[config.mk]
export PLATFORM = sky130hd
export DESIGN_NAME = sema_bank
export DESIGN_NICKNAME = d
export VERILOG_FILES = /design/src/rtl/sema_bank.sv
export SDC_FILE = /design/constraint.sdc
export NUM_CORES = 1
export LEC_CHECK = 0
export ABC_AREA = 1
export ABC_CLOCK_PERIOD_IN_PS = 2580
export BUFFER_PORTS_ARGS = -buffer_cell sky130_fd_sc_hd__buf_2
export CAP_MARGIN = 20
export CORE_MARGIN = 2
export CORE_UTILIZATION = 45
export CTS_CLUSTER_DIAMETER = 60
export CTS_CLUSTER_SIZE = 30
export DETAILED_ROUTE_END_ITERATION = 7
export PLACE_DENSITY = 0.76
export SETUP_SLACK_MARGIN = 0.4
export SLEW_MARGIN = 20
export SYNTH_ARGS = -nofsm -noshare
export SYNTH_HDL_FRONTEND = slang
export SYNTH_SLANG_ARGS = --single-unit
[constraint.sdc]
create_clock -name clk -period 2.58 [get_ports clk]
set_clock_uncertainty 0.15 [all_clocks]
set_input_delay 0.387 -clock clk [delete_from_list [all_inputs] [get_ports clk]]
set_output_delay 0.387 -clock clk [all_outputs]
set_load 0.01 [all_outputs]
[src/rtl/sema_bank.sv]
module sema_bank #(
  parameter int NTOK = 8,
  parameter int DW   = 9,
  localparam int AW  = $clog2(NTOK)
) (
  input  logic          clk,
  input  logic          rst_n,
  input  logic          l_mem_cs_n,
  input  logic          l_tok_sel_n,
  input  logic          l_we,
  input  logic [AW-1:0] l_addr,
  input  logic [DW-1:0] l_wdata,
  output logic [DW-1:0] l_rdata,
  input  logic          r_mem_cs_n,
  input  logic          r_tok_sel_n,
  input  logic          r_we,
  input  logic [AW-1:0] r_addr,
  input  logic [DW-1:0] r_wdata,
  output logic [DW-1:0] r_rdata
);

  logic [NTOK-1:0] l_own, r_own, l_pend, r_pend;

  wire l_acc = l_mem_cs_n & ~l_tok_sel_n;
  wire r_acc = r_mem_cs_n & ~r_tok_sel_n;
  wire l_wr  = l_acc & l_we;
  wire r_wr  = r_acc & r_we;

  assign l_rdata = (l_acc & ~l_we) ? {DW{~l_own[l_addr]}} : {DW{1'b1}};
  assign r_rdata = (r_acc & ~r_we) ? {DW{~r_own[r_addr]}} : {DW{1'b1}};

  for (genvar t = 0; t < NTOK; t++) begin : g_tok
    wire lhit = l_wr & (l_addr == AW'(t));
    wire rhit = r_wr & (r_addr == AW'(t));
    wire lw0  = lhit & ~l_wdata[0];
    wire lw1  = lhit &  l_wdata[0];
    wire rw0  = rhit & ~r_wdata[0];
    wire rw1  = rhit &  r_wdata[0];

    logic lo_n, ro_n, lp_n, rp_n;
    logic lp_eff, rp_eff;

    always_comb begin
      lp_eff = (l_pend[t] | (lw0 & r_own[t])) & ~lw1;
      rp_eff = (r_pend[t] | (rw0 & l_own[t])) & ~rw1;
      lo_n = l_own[t];
      ro_n = r_own[t];
      lp_n = lp_eff;
      rp_n = rp_eff;
      if (!l_own[t] && !r_own[t]) begin
        lp_n = 1'b0;
        rp_n = 1'b0;
        if (lw0) begin
          lo_n = 1'b1;
          rp_n = rw0;
        end else if (rw0) begin
          ro_n = 1'b1;
        end
      end else if (l_own[t]) begin
        if (lw1) begin
          lo_n = 1'b0;
          ro_n = rp_eff;
          rp_n = 1'b0;
        end
      end else begin
        if (rw1) begin
          ro_n = 1'b0;
          lo_n = lp_eff;
          lp_n = 1'b0;
        end
      end
    end

    always_ff @(posedge clk or negedge rst_n) begin
      if (!rst_n) begin
        l_own[t]  <= 1'b0;
        r_own[t]  <= 1'b0;
        l_pend[t] <= 1'b0;
        r_pend[t] <= 1'b0;
      end else begin
        l_own[t]  <= lo_n;
        r_own[t]  <= ro_n;
        l_pend[t] <= lp_n;
        r_pend[t] <= rp_n;
      end
    end
  end

endmodule

==> results of run 1 <==
layout make-up:
type | count | share of cell area
Multi-Input combinational cell | 286 | 0.498
Sequential cell | 32 | 0.299
Inverter | 49 | 0.0686
Timing Repair Buffer | 35 | 0.0672
Clock buffer | 8 | 0.0336
Tap cell | 72 | 0.0336
through the flow:
step                worst slack (ns)   util  cell area (µm²)  hold WS (ns)  power (mW)
finish                         0.528  0.493             2680       0.00116        1.88
global route                   0.401  0.493             2680        0.0758        2.06
CTS                            0.409  0.492             2680        0.0356        1.88
detailed placement             0.462  0.473             2570         0.346        1.47
global placement               0.478  0.473             2570         0.343        1.45
floorplan                      0.506      -             2510       -0.0586        1.32
critical path: cells and delay by family (launching register included):
family | cells | cell delay [ns]
DFF | 1 | 0.47
buffers and inverters | 2 | 0.31
and+or+nand+nor | 1 | 0.10
AOI/OAI and AO/OA | 2 | 0.34
cells in the mapped netlist:
cell | count | area (µm²)
nand3b_1 | 4 | 30.0
nor2_1 | 46 | 173
nand2_2 | 2 | 12.5
o21bai_1 | 2 | 15.0
inv_2 | 4 | 15.0
o221ai_1 | 1 | 8.76
buf_4 | 16 | 120
nand4_1 | 7 | 43.8
nand3_1 | 36 | 180
clkbuf_1 | 8 | 30.0
o211ai_1 | 5 | 37.5
buf_2 | 2 | 10.0
and2_1 | 1 | 6.26
nand2_1 | 129 | 484
inv_1 | 45 | 169
nor2_2 | 13 | 81.3
nand3_4 | 2 | 35.0
buf_6 | 3 | 33.8
o21ai_0 | 8 | 40.0
dfrtp_1 | 32 | 801
a22oi_1 | 1 | 7.51
a21o_1 | 3 | 22.5
o21ai_1 | 8 | 40.0
nor2_8 | 1 | 20.0
a21oi_1 | 11 | 55.1
o22ai_1 | 6 | 37.5
registers in the layout, indices dropped and copies added (netlist names):
name	cells
l_own	8
l_pend	8
r_own	8
r_pend	8
power by group:
group	internal, mW	switching, mW
Combinational	0.255	0.453
Clock	0.217	0.186
Sequential	0.602	0.167
kinds of logic after synthesis:
| logic type | count (synthesis) | share of synthesized area |
|---|---|---|
| simple gates | 241 | 0.425 |
| buf+inv | 78 | 0.151 |
| compound gates | 45 | 0.105 |
| flops | 32 | 0.319 |
worst max path at each step:
stage,from,end,slack (ns),cells past startpoint
2_1_floorplan,r_addr[0],r_rdata[1],0.51,7
3_3_place_gp,l_addr[1],l_rdata[0],0.48,7
3_5_place_dp,l_addr[0],l_rdata[0],0.46,7
4_1_cts,r_own[6],r_rdata[4],0.41,4
5_1_grt,l_own[7],l_rdata[7],0.40,5
6_report,l_own[7],l_rdata[6],0.53,5
per-layer routing:
layer	GRT usage	vias up
li1	-	1268
met1	0.255	1131
met2	0.325	84
met3	0.0402	11
met4	0.0754	0
met5	0	-
what timing repair did:
action,CTS,global route
buffers inserted,2,0
hold buffers,0,0
pin swaps,1,0
endpoints found under the hold margin,0,0
gates resized for setup,0,1
setup endpoints to repair,9,9
==> results.ini, run 1 <==
[run_status]
status=completed

[timing]
rsz0062_at_grt=false
worst_slew_pin_slew_ns=0.735
fin_crit_sh=0.795
fmax_mhz=487
setup_viol=0
maxSlewViolCount=0
slew_headroom=0.510
fin_tns_setup_ns=0
period_needed_ns=2.05
finalHoldViolCount=0

[worst_setup_path]
reg2reg_to=r_own[7]
r2r_slack_ns=1.13
cp_cell_sequence=a22oi_1 > nand4_1 > o211ai_1 > buf_4 > buf_2
reg2regPathDepth=6
worstSetupStartpointType=register
critPathKind=register to output port
r2r-start=l_own[7]
crit_path_max_fanout=8
crit_slowest_cell=dfrtp_1
cp-end-kind=output port
cp.arrival_ns=1.51
cp.required_ns=2.04
slowest_delay_ns=0.47

[detailed_routing]
top_layer_used=met4
final_antenna_net_count=0
num_vias=2494
dr.pass1.iters=4
m1WireLength_um=2500
wl_per_cell_um=11.7
drtIter0Drc=155
route.detailed.drc=0
wl_met2_um=2720
routed-wl-met3_um=333
via_per_inst=5.17
routed_wl_um=5640

[yosys]
syn_avg_cell_area_um2=6.33
syn_nets=428
ys_seq_elements=32
syn_inst=396
synthesis.area_um2=2510
synth-warning-count=0
yosysUniqueCellTypes=26
synth-seq-area-share=0.319

[clock_tree]
cts_htree_levels=2
clkLatencyLatePin_ns=0.29
clockRootBuffer=clkbuf_8
numCtsBuffers=5
clock-sinks=32
cts_tree=yes
ctsLongestPathBuffers=2
clk_pin_slew_ns=0.07

[pwr]
pwr_density_cell_nw_per_um2=701
p_leak_nw=1.44
max-vdd-ir-drop_v=0.000429

[job]
maxCapViolations=0

[finish]
final_common_cell=nand2_1
regArea_um2=801
multiInputGateArea_um2=1340
fin_nets=441
antenna_cells=0
syn2layout_area_growth_pct=6.88
stdcell_count=482
mostFrequentLayoutCells=nand2_1 (129), nor2_1 (46), inv_1 (45), nand3_1 (36), buf_2 (33)
fill_cells=562
drive_gt1_frac=0.156

[place]
dp.cells=472
port_buffers=33
gp_congestion=0.929
place_hpwl_um=4160

[floorplan]
io_pins=50
start_util=0.461
placementRows=27
die_y_um=78.7
die-width_um=78.7
die-area_um2=6190
core_area_um2=5440

[global_routing]
groute.usage.overall=0.197
grt_max_degree=33
grt_pass1_vias=2220
antenna_found_initial=0
grt_pass1_wl_um=9700
overflow=0

[min_path]
hold_class=input pin to asynchronous set/reset pin

Power figures use the tool's default switching activity.
==> run 2, diff against run 1 <==
- ABC_CLOCK_PERIOD_IN_PS: 2580 -> 1950
- clock period: 2.58 -> 1.95 ns (I/O delays scaled with it)
==> results.ini, run 2 (synthesized netlist as in run 1, its figures left out) <==
[detailed_routing]
wl_per_cell_um=12.2  ; +4.0%
route.detailed.drc=0  ; unchanged
final_antenna_net_count=0  ; unchanged
drtIter0Drc=168  ; +8.4%
routed_wl_um=6020  ; +6.8%
num_vias=2517  ; +0.92%
dr.pass1.iters=4  ; unchanged
via_per_inst=5.08  ; -1.7%

[pwr]
p_leak_nw=1.52  ; +5.5%
pwr_density_cell_nw_per_um2=957  ; +37%
max-vdd-ir-drop_v=0.000542  ; +26%

[global_routing]
grt_pass1_vias=2379  ; +7.2%
overflow=0  ; unchanged
antenna_found_initial=0  ; unchanged
groute.usage.overall=0.210  ; +0.0124
grt_pass1_wl_um=10300  ; +6.5%
grt_max_degree=33  ; unchanged

[timing]
fin_tns_setup_ns=0  ; unchanged
rsz0062_at_grt=true
maxSlewViolCount=0  ; unchanged
finalHoldViolCount=0  ; unchanged
worst_slew_pin_slew_ns=0.734  ; -0.00124 ns
fin_crit_sh=0.952
fmax_mhz=539
setup_viol=0  ; unchanged
slew_headroom=0.511  ; +0.000828
period_needed_ns=1.86

[worst_setup_path]
crit_buf_inv=1  ; -1
cp.required_ns=1.51  ; -0.53 ns
worstSetupStartpointType=register
crit_path_max_fanout=5  ; -3
cp.arrival_ns=1.41  ; -0.10 ns
cp_cell_sequence=nand2_1 > nand4_1 > o221ai_4 > buf_2
cp-end-kind=output port
crit_family=flip-flops
critPathKind=register to output port
crit_slowest_cell=dfrtp_2
slowest_delay_ns=0.43  ; -0.04 ns

[finish]
drive_gt1_frac=0.225  ; +0.0685
post-route-util=0.526  ; +0.0331
final_common_cell=nand2_1
syn2layout_area_growth_pct=14.1
final_cell_area_um2=2860  ; +6.7%
fin_nets=454  ; +2.9%
antenna_cells=0  ; unchanged
mostFrequentLayoutCells=nand2_1 (127), inv_1 (44), nor2_1 (39), nand3_1 (33), buf_2 (32)

[place]
gp_congestion=0.912  ; -1.8%
post_dp_cell_area_um2=2630  ; +2.3%
port_buffers=33  ; unchanged
place_hpwl_um=4280  ; +3.0%

[run_status]
status=completed

[clock_tree]
cts_tree=yes
cts_htree_levels=2  ; unchanged
clockRootBuffer=clkbuf_8
clkLatencyLatePin_ns=0.29  ; about the same
clock-sinks=32  ; unchanged
ctsLongestPathBuffers=2  ; unchanged
numCtsBuffers=5  ; unchanged
clk_pin_slew_ns=0.07  ; about the same

[floorplan]
die_y_um=78.7  ; unchanged
start_util=0.461  ; unchanged
die-area_um2=6190  ; unchanged
die-width_um=78.7  ; unchanged
core_area_um2=5440  ; unchanged
io_pins=50  ; unchanged
placementRows=27  ; unchanged

[job]
maxCapViolations=0  ; unchanged

[min_path]
hold_class=input pin to register

[run 2: cell count changes in the layout (fill, tap and decap cells not counted), moves of 3 or more]
cell / change
dfrtp_1: -4
dfrtp_2: +4
nand3_2: +3
nor2_2: +6
nor2_1: -7
nand3_1: -3
buf_4: +11
[run 2: metal layers]
layer	vias up	GRT usage	wire, µm
met5	-	0	0
met4	0	0.0789	119
met3	15	0.0414	294
met2	68	0.366	3020
met1	1138	0.254	2590
li1	1296	-	-
[run 2: power by group]
group          internal [mW]  switching, mW  total (mW)
Combinational          0.479          0.772        1.25
Clock                  0.282          0.259       0.540
Sequential             0.803          0.145       0.947
[run 2: timing repair]
action,in CTS,in global routing
setup endpoints to repair,18,26
endpoints found under the hold margin,32,0
gates cloned,1,0
gates resized for setup,5,11
buffers inserted,8,1
pin swaps,2,0
hold buffers,1,0
[run 2: layout make-up]
type	instances	area (µm²)
repair buffers	47	279
well taps	72	90.1
flip-flops and latches	32	806
clock inverters	2	10.0
fillers	528	2580
clock buffers	6	82.6
inverters	49	184
multi-input cells	287	1410
[run 2: worst paths after layout]
check | to | start | depth (start not counted) | slack (ns)
worst max-delay path | r_rdata[5] | r_own[4] | 4 | 0.09
worst min-delay path | r_pend[3] | r_addr[2] | 4 | 0.31
worst max register to register | r_own[2] | l_own[2] | 7 | 0.48
worst min register to register | r_own[3] | r_own[3] | 2 | 0.39
max in group asynchronous | l_own[7] | rst_n | 2 | 0.68
min in group asynchronous | r_own[1] | rst_n | 2 | 0.45
[run 2: per-stage QoR]
stage	power [mW]	hold slack [ns]	setup WS, ns	std cells
after floorplan	1.80	-0.153	0.103	396
after global placement	1.98	0.256	0.113	476
after detailed placement	2.00	0.253	0.0681	476
after CTS	2.66	0.298	0.100	494
after global routing	2.99	0.347	0.0198	495
final	2.74	0.306	0.0931	495
[run 2: worst min-delay path, delay by kind of cell]
kind / cells / cell delay [ns]
simple gates: 2 / 0.16
buf+inv: 1 / 0.15
compound gates: 1 / 0.09
